### config.mk
export PLATFORM = sky130hd
export DESIGN_NAME = sec_access_ctrl
export DESIGN_NICKNAME = d
export VERILOG_FILES = /design/src/rtl/sac_pkg.sv /design/src/rtl/sac_decode.sv /design/src/rtl/sac_cfg_array.sv /design/src/rtl/sac_sig_bank.sv /design/src/rtl/sec_access_ctrl.sv
export SDC_FILE = /design/constraint.sdc
export NUM_CORES = 1
export LEC_CHECK = 0
export BUFFER_PORTS_ARGS = -buffer_cell sky130_fd_sc_hd__buf_2
export CORE_ASPECT_RATIO = 2
export CORE_MARGIN = 2
export CORE_UTILIZATION = 55
export DETAILED_ROUTE_END_ITERATION = 7
export GPL_TIMING_DRIVEN = 1
export PLACE_DENSITY = 0.68
export SLEW_MARGIN = 20
export SYNTH_ARGS = -nofsm -noshare
export SYNTH_HDL_FRONTEND = slang
export SYNTH_SLANG_ARGS = --single-unit
### constraint.sdc
create_clock -name clk -period 3.64 [get_ports clk]
set_input_delay 0.91 -clock clk [delete_from_list [all_inputs] [get_ports clk]]
set_output_delay 0.91 -clock clk [all_outputs]
set_load 0.01 [all_outputs]
### src/rtl/sac_pkg.sv
package sac_pkg;

    typedef enum logic [2:0] {
        OP_CFG_RD  = 3'd0,
        OP_CFG_WR  = 3'd1,
        OP_PRELOAD = 3'd2,
        OP_SIG_RD  = 3'd3,
        OP_SIG_WR  = 3'd4,
        OP_LOCK    = 3'd5,
        OP_ERASE   = 3'd6,
        OP_RSVD    = 3'd7
    } op_e;

    typedef struct packed {
        logic grant;
        logic deny;
        logic cfg_rd;
        logic cfg_wr;
        logic pre_ld;
        logic sig_rd;
        logic sig_wr;
        logic lock_set;
        logic erase;
    } action_t;

    localparam int SIG_BYTES = 8;
    localparam int SIG_AW    = $clog2(SIG_BYTES);

    // Operations that the protection bit refuses.
    function automatic logic op_guarded(op_e op);
        return (op == OP_CFG_RD) || (op == OP_PRELOAD);
    endfunction

endpackage

### src/rtl/sac_decode.sv
module sac_decode
    import sac_pkg::*;
(
    input  logic       valid,
    input  logic [2:0] op,
    input  logic       locked,
    output action_t    act
);
    op_e op_t;

    always_comb begin
        op_t = op_e'(op);
        act  = '0;
        if (valid) begin
            if (op_t == OP_RSVD || (locked && op_guarded(op_t))) begin
                act.deny = 1'b1;
            end else begin
                act.grant = 1'b1;
                case (op_t)
                    OP_CFG_RD:  act.cfg_rd   = 1'b1;
                    OP_CFG_WR:  act.cfg_wr   = 1'b1;
                    OP_PRELOAD: act.pre_ld   = 1'b1;
                    OP_SIG_RD:  act.sig_rd   = 1'b1;
                    OP_SIG_WR:  act.sig_wr   = 1'b1;
                    OP_LOCK:    act.lock_set = 1'b1;
                    OP_ERASE:   act.erase    = 1'b1;
                    default:    act.deny     = 1'b1;
                endcase
            end
        end
    end
endmodule

### src/rtl/sac_cfg_array.sv
module sac_cfg_array #(
    parameter int WORDS = 16,
    parameter int DW    = 16,
    parameter int AW    = $clog2(WORDS)
) (
    input  logic          clk,
    input  logic          rst,
    input  logic          wr_en,
    input  logic          clear,
    input  logic [AW-1:0] addr,
    input  logic [DW-1:0] wdata,
    output logic [DW-1:0] rdata
);
    logic [DW-1:0] cells [WORDS];
    logic          in_range;

    assign in_range = (int'(addr) < WORDS);

    always_ff @(posedge clk) begin
        if (rst || clear) begin
            for (int w = 0; w < WORDS; w++) cells[w] <= '0;
        end else if (wr_en && in_range) begin
            cells[addr] <= wdata;
        end
    end

    always_comb begin
        rdata = '0;
        if (in_range) rdata = cells[addr];
    end
endmodule

### src/rtl/sac_sig_bank.sv
module sac_sig_bank
    import sac_pkg::*;
(
    input  logic              clk,
    input  logic              rst,
    input  logic              wr_en,
    input  logic [SIG_AW-1:0] sel,
    input  logic [7:0]        wbyte,
    output logic [7:0]        rbyte
);
    logic [7:0] bytes_q [SIG_BYTES];

    for (genvar b = 0; b < SIG_BYTES; b++) begin : g_byte
        always_ff @(posedge clk) begin
            if (rst) begin
                bytes_q[b] <= '0;
            end else if (wr_en && (int'(sel) == b)) begin
                bytes_q[b] <= wbyte;
            end
        end
    end

    assign rbyte = bytes_q[sel];
endmodule

### src/rtl/sec_access_ctrl.sv
module sec_access_ctrl
    import sac_pkg::*;
#(
    parameter int CFG_WORDS = 16,
    parameter int DATA_W    = 16,
    parameter int NUM_REGS  = 10,
    parameter int ADDR_W    = $clog2(CFG_WORDS)
) (
    input  logic                clk,
    input  logic                rst,
    input  logic                cmd_valid,
    input  logic [2:0]          cmd_op,
    input  logic [ADDR_W-1:0]   cmd_addr,
    input  logic [DATA_W-1:0]   cmd_wdata,
    output logic                rsp_ack,
    output logic                rsp_err,
    output logic [DATA_W-1:0]   rsp_data,
    output logic                locked,
    output logic [NUM_REGS-1:0] preg_q
);
    action_t     act;
    logic [DATA_W-1:0] cfg_word;
    logic [7:0]        sig_byte;

    sac_decode u_decode (
        .valid  (cmd_valid),
        .op     (cmd_op),
        .locked (locked),
        .act    (act)
    );

    sac_cfg_array #(
        .WORDS (CFG_WORDS),
        .DW    (DATA_W),
        .AW    (ADDR_W)
    ) u_cfg (
        .clk   (clk),
        .rst   (rst),
        .wr_en (act.cfg_wr),
        .clear (act.erase),
        .addr  (cmd_addr),
        .wdata (cmd_wdata),
        .rdata (cfg_word)
    );

    sac_sig_bank u_sig (
        .clk   (clk),
        .rst   (rst),
        .wr_en (act.sig_wr),
        .sel   (cmd_addr[SIG_AW-1:0]),
        .wbyte (cmd_wdata[7:0]),
        .rbyte (sig_byte)
    );

    always_ff @(posedge clk) begin
        if (rst) begin
            rsp_ack  <= 1'b0;
            rsp_err  <= 1'b0;
            rsp_data <= '0;
            locked   <= 1'b0;
            preg_q   <= '0;
        end else begin
            rsp_ack <= act.grant;
            rsp_err <= act.deny;
            if (act.cfg_rd)      rsp_data <= cfg_word;
            else if (act.sig_rd) rsp_data <= DATA_W'(sig_byte);
            else                 rsp_data <= '0;
            if (act.lock_set)    locked <= 1'b1;
            else if (act.erase)  locked <= 1'b0;
            if (act.pre_ld)      preg_q <= cmd_wdata[NUM_REGS-1:0];
        end
    end
endmodule

==> results.sh, run 1 <==
export IMPL_cp_start_kind="input port"
export IMPL_synthToLayoutAreaGrowth_pct=11.2
export IMPL_max_stage_delay_ns=0.65
export IMPL_final_max_slew_viol_count=0
export IMPL_fin_tns_setup_ns=0
export IMPL_slew_headroom=0.273
export IMPL_tightestPinTransition_ns=1.08
export IMPL_ys_ff_latch=349
export IMPL_viasPerCell=5.89
export IMPL_insertion_delay_ns=0.56
export IMPL_cts_tree="yes"
export IMPL_synthDominantCellAreaShare=0.619
export IMPL_start_util=0.555
export IMPL_dieWidth_um=123
export IMPL_crit_slowest_cell="nor2_1"
export IMPL_grt_usage=0.257
export IMPL_cp_end_kind="flip-flop"
export IMPL_final_cell_mix="and2_1 (320), edfxtp_1 (320), mux4_2 (80), buf_2 (52), buf_4 (50)"
export IMPL_port_buffers=54
export IMPL_min_period_ns=2.74
export IMPL_cts_resized=0
export IMPL_dieArea_mm2=0.0297
export IMPL_arrival_ns=3.17
export IMPL_firstDrtPassIters=5
export IMPL_cts_setup_buffers=0
export IMPL_yosysSeqAreaShare=0.656
export IMPL_crit_type="input port to flip-flop"
export IMPL_synthTopCellsByArea="edfxtp_1 (62%), and2_1 (13%), mux4_2 (12%), dfxtp_1 (3.7%), mux2i_1 (2.6%)"
export IMPL_syn_area_mm2=0.0155
export IMPL_ys_warn_count=0
export IMPL_ant_nets=0
export IMPL_nets=1086
export IMPL_switching_power_uw=1820
export IMPL_antenna_found_initial=1
export IMPL_powerDensity_mw_per_mm2=492
export IMPL_grt_pass1_vias=8997
export IMPL_place_congestion=0.837
export IMPL_netlist_instances=1002
export IMPL_maxCapViolCount=0
export IMPL_required_ns=4.07
export IMPL_wl_mm=36.6
export IMPL_synth_nets=1028
export IMPL_clkPwrFrac=0.379
export IMPL_grt_pass1_wl_mm=55.0
export IMPL_clockRootBuffer="clkbuf_16"
export IMPL_vias=8481
export IMPL_synth_avg_cell_area_um2=15.5
export IMPL_ioPinCount=55
export IMPL_fin_crit_sh=0.753
export IMPL_drive_gt1_frac=0.228
export IMPL_p_comb_frac=0.073
export IMPL_clkTransAtPathRegs_ns=0.07
export IMPL_core_mm2=0.0280
export IMPL_grt_overflow_total=0
export IMPL_peakVddDrop_uv=397
export IMPL_synth_top_cell_by_area="edfxtp_1"
export IMPL_finalPower_uw=8500
export IMPL_clock_sinks=349
export IMPL_cts_buffer_depth=3
export IMPL_dp_hpwl_mm=23.5
export IMPL_cts_buffers_inserted=30
export IMPL_seq_power_share=0.548
export IMPL_skew_ns=0.0101
export IMPL_die_h_um=242
export IMPL_crit_fanout=10
export IMPL_grt_max_degree=40
export IMPL_fill_cells=2054
export IMPL_swShare=0.214
export IMPL_status="finished, final reports clean"
export IMPL_yosysUniqueCellTypes=36
export IMPL_drt_wirelength_per_cell_um=25.4
export IMPL_rsz0062_at_grt="no"
export IMPL_clock_fmax_mhz=365
export IMPL_cts_htree_levels=1
export IMPL_internal_power_uw=6680
export IMPL_drt_iter0_markers=713
export IMPL_hold_path_class="flip-flop to flip-flop"
export IMPL_path_cells="buf_2 -> nor4b_4 -> nand3_1 -> nor2_1 -> buf_4 -> and2_1"
export IMPL_hold_viol=0
export IMPL_leakagePower_uw=0.00620
export IMPL_drc=0
export IMPL_setup_viol=0
export IMPL_rows=87
export IMPL_ctsHoldBuffers=0
flip-flops by register name, indices dropped and copies added, names as in the netlist:
register       count
u_cfg.cells      256
u_sig.bytes_q     64
rsp_data          16
preg_q            10
locked             1
rsp_ack            1
rsp_err            1
worst paths after layout:
| kind | end | from | slack, ns | depth (start not counted) |
|---|---|---|---|---|
| hold reg to reg | preg_q[1] | preg_q[1] | 0.50 | 2 |
| setup reg to reg | preg_q[8] | locked | 1.93 | 3 |
| hold / removal | preg_q[1] | preg_q[1] | 0.50 | 2 |
| setup / recovery | u_cfg.cells[2][15] | cmd_op[1] | 0.90 | 6 |
power by group through the flow:
stage               sequential (uW)  clock [uW]  combinational [uW]
floorplan                      4720           0                 391
global placement               4730           0                 615
detailed placement             4740           0                 625
CTS                            4660        3270                 625
global route                   4670        3420                 652
finish                         4660        3220                 618
cell families (layout without fill, tap and decap cells):
group,count (synthesis),count (layout),synth area share
multiplexers,128,128,0.148
flip-flops,349,349,0.656
AND/OR/NAND/NOR,400,400,0.154
other,0,1,0
AO/OA/AOI/OAI,45,45,0.0188
buffers and inverters,80,162,0.0233
final cells by class:
class                   instances  area (um2)  share of cell area
well taps                     356         445              0.0258
repair buffers                102         636              0.0368
clock buffers                  43         851              0.0492
inverters                       4        15.0            0.000869
diodes                          1        2.50            0.000145
clock inverters                13         140             0.00811
multi-input cells             573        5000               0.289
flip-flops and latches        349       10200               0.590
Yosys cell counts (all sizes together):
library cell    n
inv             4
o21ai          17
clkbuf         49
and2          320
o221ai          8
mux2i          40
a22oi           1
nor4            2
a31oi           1
dfxtp          29
and3            1
o22ai           7
and4b           1
nor4b           1
mux2            8
or4b            1
nand4           4
nor3            1
a31o            4
nor2           40
mux4           80
a21oi           3
nand2b          1
nand3           8
nor2b           3
nand2          17
o21bai          4
buf            27
edfxtp        320
critical path: cells and delay by family:
family / cells / cell delay [ns]
AND/OR/NAND/NOR: 4 / 1.75
buffers and inverters: 2 / 0.50
layer usage:
metal / vias up / global-route usage / routed length (um)
li1: 3803 / - / -
met1: 4288 / 0.336 / 13900
met2: 301 / 0.426 / 19100
met3: 87 / 0.0278 / 1990
met4: 2 / 0.121 / 1670
met5: - / 0 / 15
metrics by stage:
step | instance area, um2 | util | worst slack (ns) | instances | hold slack [ns]
floorplan | 15500 | - | 0.362 | 1002 | 0.531
global placement | 16300 | 0.582 | 0.249 | 1384 | 0.469
detailed placement | 16300 | 0.582 | 0.392 | 1384 | 0.487
CTS | 17300 | 0.617 | 0.985 | 1440 | 0.505
global route | 17300 | 0.618 | 0.862 | 1440 | 0.532
finish | 17300 | 0.618 | 0.900 | 1441 | 0.496
(Power assumes the default switching activity.)
==> run 2, diff against run 1 <==
--- a/config.mk
+++ b/config.mk
@@ -5,6 +5,7 @@
 export SDC_FILE = /design/constraint.sdc
 export NUM_CORES = 1
 export LEC_CHECK = 0
+export ABC_AREA = 1
 export BUFFER_PORTS_ARGS = -buffer_cell sky130_fd_sc_hd__buf_2
 export CORE_ASPECT_RATIO = 2
 export CORE_MARGIN = 2
==> constraint.sdc (replaced) <==
create_clock -name clk -period 2.63 [get_ports clk]
set_input_delay 0.6575 -clock clk [delete_from_list [all_inputs] [get_ports clk]]
set_output_delay 0.6575 -clock clk [all_outputs]
set_load 0.01 [all_outputs]
==> results.sh, run 2 <==
export IMPL_status="finished, final reports clean"
export IMPL_largest_reg_flops=256
export IMPL_port_buffers=54
export IMPL_grt_pass1_vias=11500
export IMPL_vias=11400
export IMPL_leakagePower_uw=0.00745
export IMPL_internal_power_uw=9000
export IMPL_crit_type="input port to flip-flop"
export IMPL_clockRootBuffer="clkbuf_16"
export IMPL_switching_power_uw=2860
export IMPL_yosysMostFrequentCell="nand2_1"
export IMPL_grt_pass1_wl_mm=63.5
export IMPL_grt_overflow_total=0
export IMPL_firstDrtPassIters=5
export IMPL_worstSetupStartpoint="cmd_addr[1]"
export IMPL_async_flop_share=0
export IMPL_min_period_ns=1.78
export IMPL_cp_end_kind="flip-flop"
export IMPL_final_max_slew_viol_count=0
export IMPL_synth_nets=1644
export IMPL_yosysSeqAreaShare=0.653
export IMPL_cts_buffers_inserted=30
export IMPL_hold_path_class="input port to flip-flop"
export IMPL_drt_wirelength_per_cell_um=20.1
export IMPL_drc=0
export IMPL_syn_area_mm2=0.0156
export IMPL_die_h_um=242
export IMPL_final_common_cell="nand2_1"
export IMPL_ys_warn_count=0
export IMPL_fin_ws_ns=0.847
export IMPL_grt_usage=0.286
export IMPL_drt_iter0_markers=929
export IMPL_hp_start="cmd_valid"
export IMPL_cts_tree="yes"
export IMPL_ctsHoldBuffers=0
export IMPL_num_antenna_cells=0
export IMPL_synthTopCellsByArea="edfxtp_1 (62%), nand2_1 (14%), nor2_1 (9.8%), dfxtp_1 (3.7%), o21ai_0 (1.1%)"
export IMPL_core_mm2=0.0281
export IMPL_clock_sinks=349
export IMPL_synthToLayoutAreaGrowth_pct=12.0
export IMPL_path_cells="buf_2 -> buf_4 -> nand2_1 -> o21ai_0 -> buf_4"
export IMPL_dp_hpwl_mm=28.5
export IMPL_max_stage_delay_ns=0.36
export IMPL_netlist_instances=1618
export IMPL_place_area_mm2=0.0165
export IMPL_yosysUniqueCellTypes=30
export IMPL_slew_headroom=0.192
export IMPL_final_cell_mix="nand2_1 (568), nor2_1 (407), edfxtp_1 (320), buf_4 (81), buf_2 (54)"
export IMPL_rows=87
export IMPL_r2r_start="locked"
export IMPL_swShare=0.241
export IMPL_antenna_found_initial=0
export IMPL_dieWidth_um=123
export IMPL_seq_power_share=0.543
export IMPL_rsz0062_at_grt="no"
export IMPL_grt_max_degree=35
export IMPL_fin_tns_setup_ns=0
export IMPL_p_comb_frac=0.083
export IMPL_ioPinCount=55
export IMPL_peakVddDrop_uv=638
export IMPL_setup_viol=0
export IMPL_fin_crit_sh=0.678
export IMPL_crit_fanout=29
export IMPL_path_common_cell="buf_4"
export IMPL_place_ws_ns=0.295
export IMPL_synth_top_cell_by_area="edfxtp_1"
export IMPL_ys_flop_type="edfxtp_1"
export IMPL_clock_fmax_mhz=561
export IMPL_place_congestion=0.889
export IMPL_required_ns=2.92
export IMPL_dieArea_mm2=0.0298
export IMPL_synth_edff_count=320
export IMPL_synth_avg_cell_area_um2=9.65
export IMPL_synth_top_cells_by_count="nand2_1 (568), nor2_1 (409), edfxtp_1 (320)"
export IMPL_cts_setup_buffers=0
export IMPL_fin_area_mm2=0.0175
export IMPL_ant_nets=0
export IMPL_drive_gt1_frac=0.134
export IMPL_top_regs="u_cfg.cells: 256 flops, u_sig.bytes_q: 64 flops, rsp_data: 16 flops"
export IMPL_cts_resized=0
export IMPL_regMostFlops="u_cfg.cells"
export IMPL_tightestPinTransition_ns=1.20
export IMPL_maxCapViolCount=0
export IMPL_powerDensity_mw_per_mm2=679
export IMPL_viasPerCell=5.52
export IMPL_crit_slowest_cell="nand2_1"
export IMPL_nets=1717
export IMPL_wl_mm=41.6
export IMPL_cts_buffer_depth=3
export IMPL_rrSetupSlack_ns=1.29
export IMPL_arrival_ns=2.07
export IMPL_fill_cells=2369
export IMPL_clkPwrFrac=0.374
export IMPL_ys_ff_latch=349
export IMPL_start_util=0.556
export IMPL_cp_start_kind="input port"
export IMPL_clkTransAtPathRegs_ns=0.07
export IMPL_synthDominantCellAreaShare=0.616
export IMPL_insertion_delay_ns=0.58
export IMPL_hold_viol=0
export IMPL_cts_htree_levels=1
export IMPL_skew_ns=0.0175
[run 2: cell types whose count changed in the layout (fill, tap and decap cells not counted), sizes merged, moves of 36 or more]
cell | before | now
and2 | 320 | 0
buf | 102 | 140
mux2i | 40 | 0
mux4 | 80 | 0
nand2 | 17 | 579
nor2 | 40 | 415
o21ai | 17 | 53
[run 2: layout make-up]
| class | count | area (um2) | share of cell area |
|---|---|---|---|
| Tap cell | 356 | 445 | 0.0255 |
| Inverter | 37 | 144 | 0.00823 |
| Multi-Input combinational cell | 1133 | 4740 | 0.271 |
| Clock buffer | 40 | 840 | 0.0480 |
| Clock inverter | 16 | 146 | 0.00837 |
| Timing Repair Buffer | 140 | 978 | 0.0559 |
| Sequential cell | 349 | 10200 | 0.583 |
[run 2: cell families (layout without fill, tap and decap cells)]
family,count (synthesis),in the layout,synth area share
buffers and inverters,136,233,0.0435
AOI/OAI and AO/OA,90,90,0.0295
DFF,349,349,0.653
and+or+nand+nor,1043,1043,0.274
[run 2: metal layers]
layer / track usage / wire length (um) / vias up
met4: 0.168 / 2680 / 0
met5: 0 / 0 / -
met2: 0.518 / 22600 / 437
met1: 0.313 / 14500 / 5454
met3: 0.0318 / 1870 / 145
li1: - / - / 5405
[run 2: worst paths after layout]
kind / endpoint / cells past startpoint
setup / recovery: u_sig.bytes_q[2][1] / 5
hold / removal: rsp_ack / 3
setup reg to reg: rsp_data[11] / 6
hold reg to reg: preg_q[2] / 2
[run 2: stage by stage]
stage          hold slack [ns]  instances  utilization  total power (uW)
6_report                 0.391       2071        0.623             11900
5_1_grt                  0.397       2071        0.623             12200
4_1_cts                  0.370       2071        0.623             11900
3_5_place_dp             0.535       2015        0.588              7550
3_3_place_gp             0.523       2015        0.588              7530
2_1_floorplan            0.548       1618            -              7130
[run 2: power groups by stage]
stage	Clock (uW)	Combinational, uW	Sequential (uW)
global placement	0	973	6560
detailed placement	0	983	6570
floorplan	0	589	6540
global route	4670	1080	6470
finish	4430	987	6450
CTS	4480	987	6450
[run 2: critical path: cells and delay by family]
family | cells | cell delay, ns
AOI/OAI and AO/OA | 1 | 0.27
and+or+nand+nor | 1 | 0.36
buffers and inverters | 3 | 0.76
==> run 3, diff against run 2 <==
==> constraint.sdc (replaced) <==
create_clock -name clk -period 1.75 [get_ports clk]
set_input_delay 0.4375 -clock clk [delete_from_list [all_inputs] [get_ports clk]]
set_output_delay 0.4375 -clock clk [all_outputs]
set_load 0.01 [all_outputs]
==> results.sh, run 3 (synthesis gave the netlist of run 2 again) <==
export IMPL_swShare=0.235
export IMPL_drt_wirelength_per_cell_um=19.7
export IMPL_grt_pass1_wl_mm=63.4
export IMPL_r2r_start="u_cfg.cells[8][12]"
export IMPL_hold_path_class="input port to flip-flop"
export IMPL_clkTransAtPathRegs_ns=0.06
export IMPL_largest_reg_flops=256
export IMPL_clkPwrFrac=0.358
export IMPL_seq_power_share=0.546
export IMPL_firstDrtPassIters=5
export IMPL_min_period_ns=1.58
export IMPL_final_common_cell="nand2_1"
export IMPL_powerDensity_mw_per_mm2=971
export IMPL_place_congestion=0.933
export IMPL_cts_setup_buffers=0
export IMPL_grt_usage=0.288
export IMPL_cts_buffer_depth=3
export IMPL_tightestPinTransition_ns=0.823
export IMPL_crit_fanout=19
export IMPL_place_ws_ns=-0.316
export IMPL_drt_iter0_markers=821
export IMPL_viasPerCell=5.46
export IMPL_switching_power_uw=4180
export IMPL_status="finished, final reports clean"
export IMPL_cp_end_kind="flip-flop"
export IMPL_peakVddDrop_uv=944
export IMPL_dieArea_mm2=0.0298
export IMPL_slew_headroom=0.448
export IMPL_clockRootBuffer="clkbuf_16"
export IMPL_final_cell_count_no_fill=2113
export IMPL_grt_max_degree=40
export IMPL_worstSetupStartpoint="cmd_addr[0]"
export IMPL_setup_viol=0
export IMPL_grt_overflow_total=0
export IMPL_fin_util=0.652
export IMPL_hp_start="cmd_valid"
export IMPL_final_cell_mix="nand2_1 (553), nor2_1 (406), edfxtp_1 (320), buf_4 (83), buf_2 (54)"
export IMPL_grt_pass1_vias=11700
export IMPL_internal_power_uw=13600
export IMPL_core_mm2=0.0281
export IMPL_ant_nets=0
export IMPL_dp_hpwl_mm=29.5
export IMPL_top_regs="u_cfg.cells: 256 flops, u_sig.bytes_q: 64 flops, rsp_data: 16 flops"
export IMPL_cp_start_kind="input port"
export IMPL_start_util=0.556
export IMPL_cts_tree="yes"
export IMPL_die_h_um=242
export IMPL_skew_ns=0.00769
export IMPL_dieWidth_um=123
export IMPL_final_max_slew_viol_count=0
export IMPL_ctsHoldBuffers=0
export IMPL_arrival_ns=2.02
export IMPL_clock_sinks=349
export IMPL_port_buffers=54
export IMPL_cts_htree_levels=1
export IMPL_antenna_found_initial=0
export IMPL_vias=11500
export IMPL_clock_fmax_mhz=631
export IMPL_wl_mm=41.6
export IMPL_synthToLayoutAreaGrowth_pct=17.4
export IMPL_required_ns=2.19
export IMPL_ioPinCount=55
export IMPL_p_comb_frac=0.096
export IMPL_maxCapViolCount=0
export IMPL_drc=0
export IMPL_hold_viol=0
export IMPL_cts_buffers_inserted=30
export IMPL_num_antenna_cells=0
export IMPL_rsz0062_at_grt="no"
export IMPL_fin_crit_sh=0.905
export IMPL_cts_resized=0
export IMPL_crit_type="input port to flip-flop"
export IMPL_nets=1759
export IMPL_fin_ws_ns=0.166
export IMPL_drive_gt1_frac=0.161
export IMPL_rows=87
export IMPL_regMostFlops="u_cfg.cells"
export IMPL_place_inst=2057
export IMPL_insertion_delay_ns=0.57
export IMPL_leakagePower_uw=0.00780
-- run 3: cell count changes in the layout (fill, tap and decap cells not counted), sizes merged --
cell,previous run,this run
clkinvlp,3,4
clkbuf,40,41
buf,140,182
clkinv,18,19
inv,31,28
-- run 3: cell type report --
cell class | count | area [um2]
Clock buffer | 41 | 823
Clock inverter | 15 | 114
Fill cell | 2266 | 9760
Inverter | 37 | 144
Multi-Input combinational cell | 1133 | 4810
Sequential cell | 349 | 10200
Tap cell | 356 | 445
Timing Repair Buffer | 182 | 1790
-- run 3: routing by layer --
| metal | GRT usage | share of wire | up-vias | wire length, um |
|---|---|---|---|---|
| li1 | - | - | 5483 | - |
| met1 | 0.290 | 0.31 | 5425 | 12900 |
| met2 | 0.531 | 0.55 | 469 | 22900 |
| met3 | 0.0330 | 0.057 | 160 | 2370 |
| met4 | 0.202 | 0.082 | 0 | 3400 |
| met5 | 0 | 0 | - | 0 |
-- run 3: critical path, cell delays in order --
cell     delay, ns
buf_2         0.17
buf_12        0.18
nand2_4       0.10
inv_2         0.09
buf_12        0.15
nand2_1       0.07
nand2_1       0.05
o21ai_0       0.32
nand2_1       0.24
nor2_1        0.15
nor2_1        0.04
-- run 3: final timing paths --
path | end | slack, ns | cells after the start
worst max-delay path | rsp_data[12] | 0.17 | 11
worst min-delay path | rsp_ack | 0.28 | 4
worst max register to register | rsp_data[12] | 0.35 | 6
worst min register to register | preg_q[2] | 0.54 | 2
-- run 3: through the flow --
step	hold slack [ns]	TNS [ns]	total power, uW	area, um2
CTS	0.261	0	17900	18300
global placement	0.516	-38.40	11600	17400
global route	0.304	0	18400	18300
detailed placement	0.531	-46.68	11600	17400
finish	0.276	0	17800	18300
floorplan	0.548	-26.34	10700	15700
-- run 3: power by group through the flow --
stage               logic (uW)  clock network [uW]  registers, uW
global placement          1680                   0           9870
CTS                       1710                6440           9700
floorplan                  902                   0           9830
finish                    1710                6370           9700
detailed placement        1700                   0           9880
global route              1850                6760           9740
